File: src/rtl/mbx_pkg.sv
package mbx_pkg;
  typedef enum logic [1:0] {
    RGN_NONE = 2'd0,
    RGN_BUF  = 2'd1,
    RGN_RST  = 2'd2
  } region_e;

  localparam int ST_BUSY = 0;
  localparam int ST_WEN  = 1;
  localparam int ST_WAKE = 2;
  localparam int ST_CRCE = 4;
  localparam int ST_RRDY = 6;
  localparam int ST_EERR = 7;

  localparam logic [7:0] FILL_BYTE = 8'hFF;
endpackage

File: src/rtl/mbx_decode.sv
module mbx_decode
  import mbx_pkg::*;
#(
  parameter int AW       = 16,
  parameter int BUF_BASE = 'hFE00,
  parameter int DEPTH    = 64,
  parameter int RST_BASE = 'hFFE0,
  parameter int RST_SPAN = 32
) (
  input  logic [AW-1:0] addr,
  output region_e       region
);
  localparam logic [AW-1:0] BUF_LO = AW'(BUF_BASE);
  localparam logic [AW-1:0] BUF_HI = AW'(BUF_BASE + DEPTH - 1);
  localparam logic [AW-1:0] RST_LO = AW'(RST_BASE);
  localparam logic [AW-1:0] RST_HI = AW'(RST_BASE + RST_SPAN - 1);

  always_comb begin
    if (addr >= BUF_LO && addr <= BUF_HI)      region = RGN_BUF;
    else if (addr >= RST_LO && addr <= RST_HI) region = RGN_RST;
    else                                       region = RGN_NONE;
  end
endmodule

File: src/rtl/mbx_cmd_buf.sv
module mbx_cmd_buf #(
  parameter int DEPTH = 64,
  parameter int PW    = $clog2(DEPTH) + 1
) (
  input  logic             clk,
  input  logic             rst_n,
  input  logic             wr,
  input  logic [7:0]       wdata,
  input  logic             clr,
  input  logic [PW-2:0]    rd_idx,
  output logic [7:0]       rd_byte,
  output logic [PW-1:0]    ptr,
  output logic             done
);
  logic [7:0]    mem [DEPTH];
  logic [7:0]    len_q;
  logic [PW-1:0] ptr_q;
  logic          full_blk_q;
  logic          done_q;
  logic          take;
  logic [7:0]    eff_len;
  logic          finishing;

  assign take      = wr && !full_blk_q && (int'(ptr_q) < DEPTH);
  assign eff_len   = (ptr_q == '0) ? wdata : len_q;
  assign finishing = take && ((int'(ptr_q) + 1) >= int'(eff_len));

  always_ff @(posedge clk) begin
    if (take) mem[ptr_q[PW-2:0]] <= wdata;
  end

  always_ff @(posedge clk or negedge rst_n) begin
    if (!rst_n) begin
      ptr_q      <= '0;
      len_q      <= '0;
      full_blk_q <= 1'b0;
      done_q     <= 1'b0;
    end else begin
      done_q <= finishing;
      if (clr) begin
        ptr_q      <= '0;
        len_q      <= '0;
        full_blk_q <= 1'b0;
      end else if (take) begin
        ptr_q <= ptr_q + 1'b1;
        if (ptr_q == '0) len_q <= wdata;
        if (finishing) full_blk_q <= 1'b1;
      end
    end
  end

  assign rd_byte = mem[rd_idx];
  assign ptr     = ptr_q;
  assign done    = done_q;

  AST_CMD_PTR_SAT: assert property (@(posedge clk) disable iff (!rst_n)
    int'(ptr_q) <= DEPTH);
  AST_DONE_ONE: assert property (@(posedge clk) disable iff (!rst_n)
    done_q |=> !done_q);
  AST_DROP_AFTER_DONE: assert property (@(posedge clk) disable iff (!rst_n)
    (full_blk_q && wr && !clr) |=> $stable(ptr_q));
  AST_CMD_CLR: assert property (@(posedge clk) disable iff (!rst_n)
    clr |=> (ptr_q == '0) && !full_blk_q);
endmodule

File: src/rtl/mbx_rsp_buf.sv
module mbx_rsp_buf
  import mbx_pkg::*;
#(
  parameter int DEPTH = 64,
  parameter int PW    = $clog2(DEPTH) + 1
) (
  input  logic          clk,
  input  logic          rst_n,
  input  logic          ld_wr,
  input  logic [PW-2:0] ld_idx,
  input  logic [7:0]    ld_byte,
  input  logic          commit,
  input  logic [PW-1:0] commit_len,
  input  logic          rd,
  input  logic          clr,
  output logic [7:0]    rd_byte,
  output logic          in_range
);
  logic [7:0]    mem [DEPTH];
  logic [PW-1:0] ptr_q;
  logic [PW-1:0] len_q;
  logic [PW-1:0] len_cap;

  assign len_cap  = (int'(commit_len) > DEPTH) ? PW'(DEPTH) : commit_len;
  assign in_range = ptr_q < len_q;
  assign rd_byte  = in_range ? mem[ptr_q[PW-2:0]] : FILL_BYTE;

  always_ff @(posedge clk) begin
    if (ld_wr) mem[ld_idx] <= ld_byte;
  end

  always_ff @(posedge clk or negedge rst_n) begin
    if (!rst_n) begin
      ptr_q <= '0;
      len_q <= '0;
    end else begin
      if (commit) len_q <= len_cap;
      if (clr) ptr_q <= '0;
      else if (rd && int'(ptr_q) < DEPTH) ptr_q <= ptr_q + 1'b1;
    end
  end

  AST_RSP_PTR_SAT: assert property (@(posedge clk) disable iff (!rst_n)
    int'(ptr_q) <= DEPTH);
  AST_RSP_CLR: assert property (@(posedge clk) disable iff (!rst_n)
    clr |=> ptr_q == '0);
  AST_RSP_ADV: assert property (@(posedge clk) disable iff (!rst_n)
    (rd && !clr && int'(ptr_q) < DEPTH) |=> ptr_q == $past(ptr_q) + 1'b1);
endmodule

File: src/rtl/mbx_status.sv
module mbx_status
  import mbx_pkg::*;
(
  input  logic       clk,
  input  logic       rst_n,
  input  logic       commit,
  input  logic       crc_err,
  input  logic       exec_err,
  input  logic       clr_crc,
  input  logic       busy,
  input  logic       wen,
  input  logic       wake_n,
  output logic [7:0] status
);
  logic crce_q, rrdy_q, eerr_q;

  always_ff @(posedge clk or negedge rst_n) begin
    if (!rst_n) begin
      crce_q <= 1'b0;
      rrdy_q <= 1'b0;
      eerr_q <= 1'b0;
    end else if (commit) begin
      crce_q <= crc_err;
      rrdy_q <= 1'b1;
      eerr_q <= exec_err;
    end else if (clr_crc) begin
      crce_q <= 1'b0;
    end
  end

  always_comb begin
    status          = '0;
    status[ST_BUSY] = busy;
    status[ST_WEN]  = wen;
    status[ST_WAKE] = wake_n;
    status[ST_CRCE] = crce_q;
    status[ST_RRDY] = rrdy_q;
    status[ST_EERR] = eerr_q;
  end

  AST_CRCE_CLEAR: assert property (@(posedge clk) disable iff (!rst_n)
    (clr_crc && !commit) |=> !status[ST_CRCE]);
  AST_KEEP_FLAGS: assert property (@(posedge clk) disable iff (!rst_n)
    (clr_crc && !commit) |=> $stable(status[ST_RRDY]) && $stable(status[ST_EERR]));
  AST_RRDY_SET: assert property (@(posedge clk) disable iff (!rst_n)
    commit |=> status[ST_RRDY]);
endmodule

File: src/rtl/mbox_ptr_ctrl.sv
module mbox_ptr_ctrl
  import mbx_pkg::*;
#(
  parameter int AW       = 16,
  parameter int DEPTH    = 64,
  parameter int BUF_BASE = 'hFE00,
  parameter int RST_BASE = 'hFFE0,
  parameter int RST_SPAN = 32,
  localparam int PW      = $clog2(DEPTH) + 1
) (
  input  logic          clk,
  input  logic          rst_n,
  input  logic          req_valid,
  output logic          req_ready,
  input  logic          req_we,
  input  logic [AW-1:0] req_addr,
  input  logic [7:0]    req_wdata,
  output logic          rsp_valid,
  input  logic          rsp_ready,
  output logic [7:0]    rsp_data,
  output logic          cmd_done,
  input  logic [PW-2:0] cmd_rd_idx,
  output logic [7:0]    cmd_rd_byte,
  input  logic          pr_wr_en,
  input  logic [PW-2:0] pr_wr_idx,
  input  logic [7:0]    pr_wr_byte,
  input  logic          pr_commit,
  input  logic [PW-1:0] pr_len,
  input  logic          pr_crc_err,
  input  logic          pr_exec_err,
  input  logic          st_busy,
  input  logic          st_wen,
  input  logic          st_wake_n,
  output logic [7:0]    status
);
  region_e       region;
  logic          acc;
  logic          buf_wr, buf_rd, rst_wr, stray_rd;
  logic          rsp_valid_q;
  logic [7:0]    rsp_data_q;
  logic [7:0]    rsp_byte;
  logic          rsp_in_range;
  logic [PW-1:0] cmd_ptr;

  mbx_decode #(
    .AW(AW), .BUF_BASE(BUF_BASE), .DEPTH(DEPTH),
    .RST_BASE(RST_BASE), .RST_SPAN(RST_SPAN)
  ) u_decode (
    .addr  (req_addr),
    .region(region)
  );

  assign req_ready = !rsp_valid_q || rsp_ready;
  assign acc       = req_valid && req_ready;
  assign buf_wr    = acc &&  req_we && (region == RGN_BUF);
  assign buf_rd    = acc && !req_we && (region == RGN_BUF);
  assign rst_wr    = acc &&  req_we && (region == RGN_RST);
  assign stray_rd  = acc && !req_we && (region == RGN_NONE);

  mbx_cmd_buf #(.DEPTH(DEPTH), .PW(PW)) u_cmd (
    .clk    (clk),
    .rst_n  (rst_n),
    .wr     (buf_wr),
    .wdata  (req_wdata),
    .clr    (rst_wr || buf_rd),
    .rd_idx (cmd_rd_idx),
    .rd_byte(cmd_rd_byte),
    .ptr    (cmd_ptr),
    .done   (cmd_done)
  );

  mbx_rsp_buf #(.DEPTH(DEPTH), .PW(PW)) u_rsp (
    .clk       (clk),
    .rst_n     (rst_n),
    .ld_wr     (pr_wr_en),
    .ld_idx    (pr_wr_idx),
    .ld_byte   (pr_wr_byte),
    .commit    (pr_commit),
    .commit_len(pr_len),
    .rd        (buf_rd),
    .clr       (rst_wr || buf_wr),
    .rd_byte   (rsp_byte),
    .in_range  (rsp_in_range)
  );

  mbx_status u_status (
    .clk     (clk),
    .rst_n   (rst_n),
    .commit  (pr_commit),
    .crc_err (pr_crc_err),
    .exec_err(pr_exec_err),
    .clr_crc (rst_wr),
    .busy    (st_busy),
    .wen     (st_wen),
    .wake_n  (st_wake_n),
    .status  (status)
  );

  always_ff @(posedge clk or negedge rst_n) begin
    if (!rst_n) begin
      rsp_valid_q <= 1'b0;
      rsp_data_q  <= '0;
    end else if (acc && !req_we) begin
      rsp_valid_q <= 1'b1;
      rsp_data_q  <= buf_rd ? rsp_byte : FILL_BYTE;
    end else if (rsp_ready) begin
      rsp_valid_q <= 1'b0;
    end
  end

  assign rsp_valid = rsp_valid_q;
  assign rsp_data  = rsp_data_q;

  AST_RSP_HOLD: assert property (@(posedge clk) disable iff (!rst_n)
    (rsp_valid_q && !rsp_ready) |=> rsp_valid_q && $stable(rsp_data_q));
  AST_STRAY_FILL: assert property (@(posedge clk) disable iff (!rst_n)
    stray_rd |=> rsp_data_q == FILL_BYTE);
  AST_PAST_END_FILL: assert property (@(posedge clk) disable iff (!rst_n)
    (buf_rd && !rsp_in_range) |=> rsp_data_q == FILL_BYTE);
  AST_STRAY_WR_KEEP: assert property (@(posedge clk) disable iff (!rst_n)
    (acc && req_we && region == RGN_NONE) |=> $stable(cmd_ptr));
endmodule

File: config.mk
export PLATFORM = sky130hd
export DESIGN_NAME = mbox_ptr_ctrl
export DESIGN_NICKNAME = d
export VERILOG_FILES = /design/src/rtl/mbx_pkg.sv /design/src/rtl/mbx_decode.sv /design/src/rtl/mbx_cmd_buf.sv /design/src/rtl/mbx_rsp_buf.sv /design/src/rtl/mbx_status.sv /design/src/rtl/mbox_ptr_ctrl.sv
export SDC_FILE = /design/constraint.sdc
export NUM_CORES = 1
export LEC_CHECK = 0
export BUFFER_PORTS_ARGS = -buffer_cell sky130_fd_sc_hd__buf_2
export CAP_MARGIN = 20
export CORE_ASPECT_RATIO = 1.5
export CORE_UTILIZATION = 45
export CTS_BUF_LIST = sky130_fd_sc_hd__clkbuf_4
export CTS_CLUSTER_DIAMETER = 100
export CTS_CLUSTER_SIZE = 10
export DETAILED_ROUTE_END_ITERATION = 8
export GPL_TIMING_DRIVEN = 1
export HOLD_SLACK_MARGIN = 0.12
export PLACE_DENSITY_LB_ADDON = 0.08
export SLEW_MARGIN = 20
export SYNTH_ARGS = -nofsm -noshare
export SYNTH_HDL_FRONTEND = slang
export SYNTH_HIERARCHICAL = 1
export SYNTH_SLANG_ARGS = --single-unit
File: constraint.sdc
create_clock -name clk -period 6.7 [get_ports clk]
set_input_delay 0.335 -clock clk [delete_from_list [all_inputs] [get_ports clk]]
set_output_delay 0.335 -clock clk [all_outputs]
set_load 0.01 [all_outputs]
==> key figures, run 1 <==
Setup path
  – Worst setup SP type: input pin
  – CP Capture Type: flop
  – Critical Path RT: 7.30 ns
  – Setup Crit Path Kind: input pin to flop
  – Crit path max fanout: 27
  – CP Data Arrival Time: 5.42 ns

Floorplanning
  – I/O pin cnt: 90
  – Initial Util: 0.454
  – Core area: 92,900 sq um
  – Die H: 377 um
  – Site Rows: 137
  – Die X: 252 um
  – Die area: 95,100 sq um

Cells and area
  – Nets: 2,364
  – Area Overhead vs Synth: 8.91%
  – Final instance area: 46,000 sq um
  – Share of post-route cells with drive strength above 1: 0.244

Synth
  – Post-synth EDFFs: 1,024
  – Syn Std Cell Area: 42,200 sq um
  – Sequential fraction of the synthesis area: 0.754
  – Ranking of synthesized cells by area: edfxtp_1 (73%), mux4_2 (14%), dfrtp_1 (2.5%), nor2_1 (1.7%), mux2i_1 (1.0%)
  – Yosys warning total: 6
  – Synth Flop Type: edfxtp_1
  – Async set-or-reset flop fraction in the synthesized netlist: 0.0403
  – Syn Inst Count: 2,094
  – FF+latch count, synth: 1,067
  – Avg Inst Size Synth: 20.2 sq um
  – Area leader, netlist: edfxtp_1
  – Synth cell types: 62
  – Synth top area share: 0.728

Detailed routing
  – Routed WL: 100,000 um
  – Vias: 20,600
  – WL per Instance: 27.9 um
  – Drt pass-1 iters: 5
  – Post-route DRC: 0
  – DR vias/cell: 5.74
  – Iteration-0 DRC Markers: 1,519
  – Antenna Nets Post-Route: 0

Clocking
  – Clk_lat worst skew: 1.01 ns
  – CTS Buf Count: 116
  – H-tree Lvls: 3
  – Hold_buf cts: 79
  – Clock buffer depth: 3
  – Setup Buffers After CTS: 0
  – Post-CTS Resized: 0
  – Clock Root Buffer: clkbuf_4
  – CTS tree: yes
  – Clock transition at path regs: 0.12 ns
  – Clk sinks: 1,067

STA
  – Final setup viols: 0
  – Fin. Hold Viols: 0
  – Clock Skews: 0.0508 ns
  – RSZ-0062 raised after global routing: false
  – Final-report max-slew violation count: 0
  – Post-route clock period utilization: 0.719
  – Slew headroom: 0.292
  – Max Fclk: 208 MHz
  – Slew @ Worst Pin: 1.06 ns
  – Tmin final: 4.82 ns
  – Fin Setup TNS: 0 ns
  – Hold slack final: 0.243 ns

Power
  – Power Density: 242 nW/um^2
  – Peak supply drop: 0.155 mV
  – Leakage power: 14.2 nW

Placement
  – Area after DPL: 43,800 sq um
  – Number of port buffers: 76
  – Global placement routability congestion: 0.795
  – DPL Wire Length: 62,500 um

Global routing
  – Number of global-route vias before repair: 21,700
  – Largest net degree at the start of global routing: 69
  – Initial antenna violation count: 1
  – Gr usage total: 0.216
  – First-pass GRT wire length: 147,000 um
  – Grt total ovfl: 0

Flow run
  – MaxCap Viol Count: 0

Hold path
  – Hold Path Class: input pin to flop

Run status
  – Status: finished, final reports clean
==> layer usage <==
layer / wire [um] / global-route usage / share of wire
met5: 0 / 0 / 0
met4: 2850 / 0.0766 / 0.028
met3: 4390 / 0.0261 / 0.044
met2: 54900 / 0.393 / 0.55
met1: 38200 / 0.262 / 0.38
==> flip-flops by register name, summed over array words and instances (netlist names) <==
name,cells
rsp_data,8
rsp_valid,1
u_cmd/done,1
u_cmd/full_blk_q,1
u_cmd/len_q,8
u_cmd/mem,512
u_cmd/ptr,7
u_rsp/len_q,7
u_rsp/mem,512
u_rsp/ptr_q,7
u_status/crce_q,1
u_status/eerr_q,1
u_status/rrdy_q,1
==> final timing paths <==
check	startpoint	end	slack, ns	depth (start not counted)
setup / recovery	req_addr[8]	u_cmd/mem[63][6]	1.88	12
hold / removal	pr_wr_en	u_rsp/mem[53][1]	0.24	4
setup reg to reg	u_rsp/ptr_q[0]	rsp_data[4]	2.50	8
hold reg to reg	u_status/rrdy_q	u_status/rrdy_q	0.49	1
max in group asynchronous	rst_n	u_cmd/len_q[0]	6.09	4
min in group asynchronous	rst_n	rsp_data[6]	0.37	4
==> critical path: stages <==
cell and delay, ns:
dlygate4sd3_1 0.53, buf_2 0.12, or3_1 0.29, dlygate4sd3_1 0.58
nor3_2 0.09, dlygate4sd3_1 0.57, nand2b_1 0.17, nor2_1 0.38
and3_1 0.21, buf_4 0.27, nand4_1 0.87, nor2_1 0.99
==> Yosys cell counts, types with 4 or more instances <==
library cell and n:
edfxtp_1 1024, mux4_2 261, nor2_1 191, nand2_1 51, clkbuf_1 44, dfrtp_1 43
mux2i_1 43, a22oi_1 31, nand3_1 29, buf_2 28, o21ai_0 28, a21oi_1 25
buf_4 23, inv_1 21, nand2b_1 21, nor2b_1 18, ha_1 17, o22ai_1 15
buf_1 13, mux2_2 12, a221oi_1 11, nand3b_1 11, nor3_1 10, o211ai_1 10
a211oi_1 9, buf_6 9, xnor2_1 9, or3_1 8, nand4_1 6, o32ai_1 6
a22o_1 5, a31oi_1 5, and3_1 5, xor2_1 5, a311oi_1 4, or3b_2 4
==> power by group <==
group          switching (W)  internal [W]  leakage [nW]  total (W)
clock network        0.00204       0.00119         0.809    0.00323
registers          0.0000107       0.00733          9.72    0.00734
logic               0.000343      0.000196          3.72   0.000539
total                0.00239       0.00871          14.2     0.0111
==> placed cells by master (no fill, tap or decap), types with 5 or more instances in the layout <==
master	count
a211oi_1	9
a21oi_1	25
a221oi_1	11
a22o_1	5
a22oi_1	31
a31oi_1	5
and3_1	5
buf_2	72
buf_4	34
clkbuf_4	167
dfrtp_1	41
dlygate4sd3_1	78
edfxtp_1	1024
ha_1	17
inv_1	21
mux2_2	12
mux2i_1	43
mux4_2	261
nand2_1	51
nand2b_1	21
nand3_1	29
nand3b_1	11
nand4_1	6
nor2_1	191
nor2b_1	18
nor3_1	10
o211ai_1	10
o21ai_0	28
o22ai_1	15
o32ai_1	6
or3_1	8
xnor2_1	9
xor2_1	5
==> through the flow <==
| step | cells | utilization | power [W] | worst slack [ns] |
|---|---|---|---|---|
| finish | 3591 | 0.495 | 0.0111 | 1.88 |
| floorplan | 2095 | - | 0.00774 | 3.76 |
| detailed placement | 3338 | 0.472 | 0.00800 | 2.33 |
| global placement | 3338 | 0.472 | 0.00799 | 2.40 |
| global route | 3591 | 0.495 | 0.0115 | 1.78 |
| CTS | 3589 | 0.495 | 0.0113 | 2.04 |
==> layout make-up <==
cell class	instances	area (sq um)
inverter	24	90.1
sequential	1067	31800
tap	1251	1570
fill	7718	46900
timing repair buffer	188	1480
clock buffer	167	1250
antenna	2	5.00
clock inverter	5	72.6
multi-input combinational	887	9680
==> logic make-up after synthesis <==
group,count (synthesis),share of synthesized area
AOI/OAI and AO/OA,165,0.0265
other,1,0.0000888
adders and majority gates,17,0.00504
and+or+nand+nor,369,0.0407
xor gates and xnor gates,14,0.00290
muxes,320,0.154
buffers and inverters,141,0.0170
DFF,1067,0.754
Note: power is estimated with default switching activity, not from simulation.
==> run 2: changes to the inputs <==
clock period = 4.4 ns   (was 6.7 ns; I/O delays follow)
==> key figures, run 2 (synthesis results as in run 1) <==
Run status
  – Status: finished, final reports clean

Detailed routing
  – Routed WL: 102,000 um
  – Drt pass-1 iters: 5
  – Iteration-0 DRC Markers: 1,443
  – DR vias/cell: 5.65
  – Antenna Nets Post-Route: 0
  – Vias: 20,900
  – WL per Instance: 27.6 um
  – Post-route DRC: 0

Global routing
  – Number of global-route vias before repair: 22,100
  – Gr usage total: 0.219
  – Largest net degree at the start of global routing: 66
  – Initial antenna violation count: 1
  – First-pass GRT wire length: 149,000 um
  – Grt total ovfl: 0

Floorplanning
  – Core area: 92,900 sq um
  – Die area: 95,100 sq um
  – Die H: 377 um
  – Initial Util: 0.454
  – I/O pin cnt: 90
  – Site Rows: 137
  – Die X: 252 um

Placement
  – Global placement routability congestion: 0.819
  – Pre-CTS setup slack: 0.820 ns
  – DPL Wire Length: 65,000 um
  – Number of port buffers: 76

STA
  – Max Fclk: 246 MHz
  – Final-report max-slew violation count: 0
  – Setup WS post-layout: 0.332 ns
  – Post-route clock period utilization: 0.925
  – Clock Skews: 0.0960 ns
  – Slew headroom: 0.341
  – Final setup viols: 0
  – Fin Setup TNS: 0 ns
  – RSZ-0062 raised after global routing: false
  – Fin. Hold Viols: 0
  – Slew @ Worst Pin: 0.985 ns
  – Tmin final: 4.07 ns

Cells and area
  – Storage element area: 31,800 sq um
  – Area Overhead vs Synth: 10.9%
  – Share of post-route cells with drive strength above 1: 0.273
  – Most frequent cells in the layout: edfxtp_1 (1,024), mux4_2 (261), nor2_1 (191), clkbuf_4 (178), buf_4 (116)
  – Multi-input gate area: 9670 sq um
  – Nets: 2,458
  – Commonest non-fill, non-tap cell in the layout: edfxtp_1
  – Biggest regs: u_cmd/mem: 512 flops, u_rsp/mem: 512 flops
  – Filler instances: 7,693

Clocking
  – Clock buffer depth: 3
  – H-tree Lvls: 3
  – CTS Buf Count: 116
  – Clk sinks: 1,067
  – Clock Root Buffer: clkbuf_4
  – CTS tree: yes
  – Post-CTS Resized: 0
  – Clock transition at path regs: 0.11 ns
  – Clk_lat worst skew: 1.04 ns

Setup path
  – Critical Path RT: 5.10 ns
  – CP Data Arrival Time: 4.77 ns
  – R2r setup slk: 0.71 ns
  – Crit path max fanout: 10
  – Worst setup SP type: input pin
  – R2R depth: 8
  – CP Capture Type: flop
  – CP startpoint: req_addr[8]
  – R2r startpoint: u_rsp/ptr_q[0]
  – Setup Crit Path Kind: input pin to flop

Hold path
  – Hold Path Class: input pin to flop
  – WHS Path Cells: 5
  – Hold path startpoint: req_wdata[0]

Flow run
  – MaxCap Viol Count: 0

Power
  – Power Density: 363 nW/um^2
  – Leakage power: 14.8 nW
  – Peak supply drop: 0.260 mV
[run 2: cell types whose count changed in the layout (fill, tap and decap cells not counted), sizes merged]
cell	before	now
diode	2	1
clkbuf	168	179
buf	109	195
inv	25	27
dlygate4sd3	78	86
bufinv	2	1
[run 2: repair_timing]
action,4_1_cts,5_1_grt
setup buffers,0,0
endpoints found under the setup margin,0,0
endpoints found under the hold margin,1464,0
hold buffers,86,0
[run 2: layout make-up]
cell class                 count  share of cell area
clock inverter                 6             0.00107
sequential                  1067               0.680
timing repair buffer         282              0.0480
inverter                      24             0.00193
antenna                        1           0.0000535
tap                         1251              0.0334
clock buffer                 178              0.0286
multi-input combinational    887               0.207
[run 2: through the flow]
stage | util | std cells | power, W | area (sq um) | hold WS [ns]
5_1_grt | 0.504 | 3696 | 0.0176 | 46800 | 0.275
2_1_floorplan | - | 2095 | 0.0118 | 42200 | -0.0756
3_3_place_gp | 0.479 | 3425 | 0.0122 | 44500 | 0.355
6_report | 0.504 | 3696 | 0.0170 | 46800 | 0.284
3_5_place_dp | 0.479 | 3425 | 0.0122 | 44500 | 0.358
4_1_cts | 0.504 | 3695 | 0.0172 | 46800 | 0.152
[run 2: path summary, 6_finish.rpt]
kind	endpoint
max	u_cmd/mem[4][7]
min	u_cmd/len_q[0]
max reg2reg	rsp_data[4]
min reg2reg	u_status/rrdy_q
max in group asynchronous	u_rsp/ptr_q[1]
min in group asynchronous	rsp_data[2]
[run 2: routing by layer]
metal  track usage  share of wire  wire [um]  vias up
li1              -              -          -     9140
met2         0.399           0.55      55700      526
met3        0.0259          0.037       3750      164
met1         0.263           0.38      39100    11000
met5             0              0          0        -
met4        0.0858          0.033       3390        0
[run 2: critical path, stage by stage]
cell	delay [ns]
dlygate4sd3_1	0.53
buf_2	0.12
or3_1	0.29
dlygate4sd3_1	0.57
nor3_2	0.09
dlygate4sd3_1	0.58
nand2b_1	0.07
buf_4	0.15
nor2_1	0.49
and3_1	0.47
and2_1	0.25
nand2_1	0.43
nor2_1	0.26
buf_4	0.22
[run 2: power by group]
group	leakage, nW	switching, W	total, W	internal, W
clock	0.854	0.00313	0.00500	0.00187
combinational	4.21	0.000519	0.000827	0.000308
sequential	9.72	0.0000177	0.0112	0.0112
total	14.8	0.00367	0.0170	0.0133
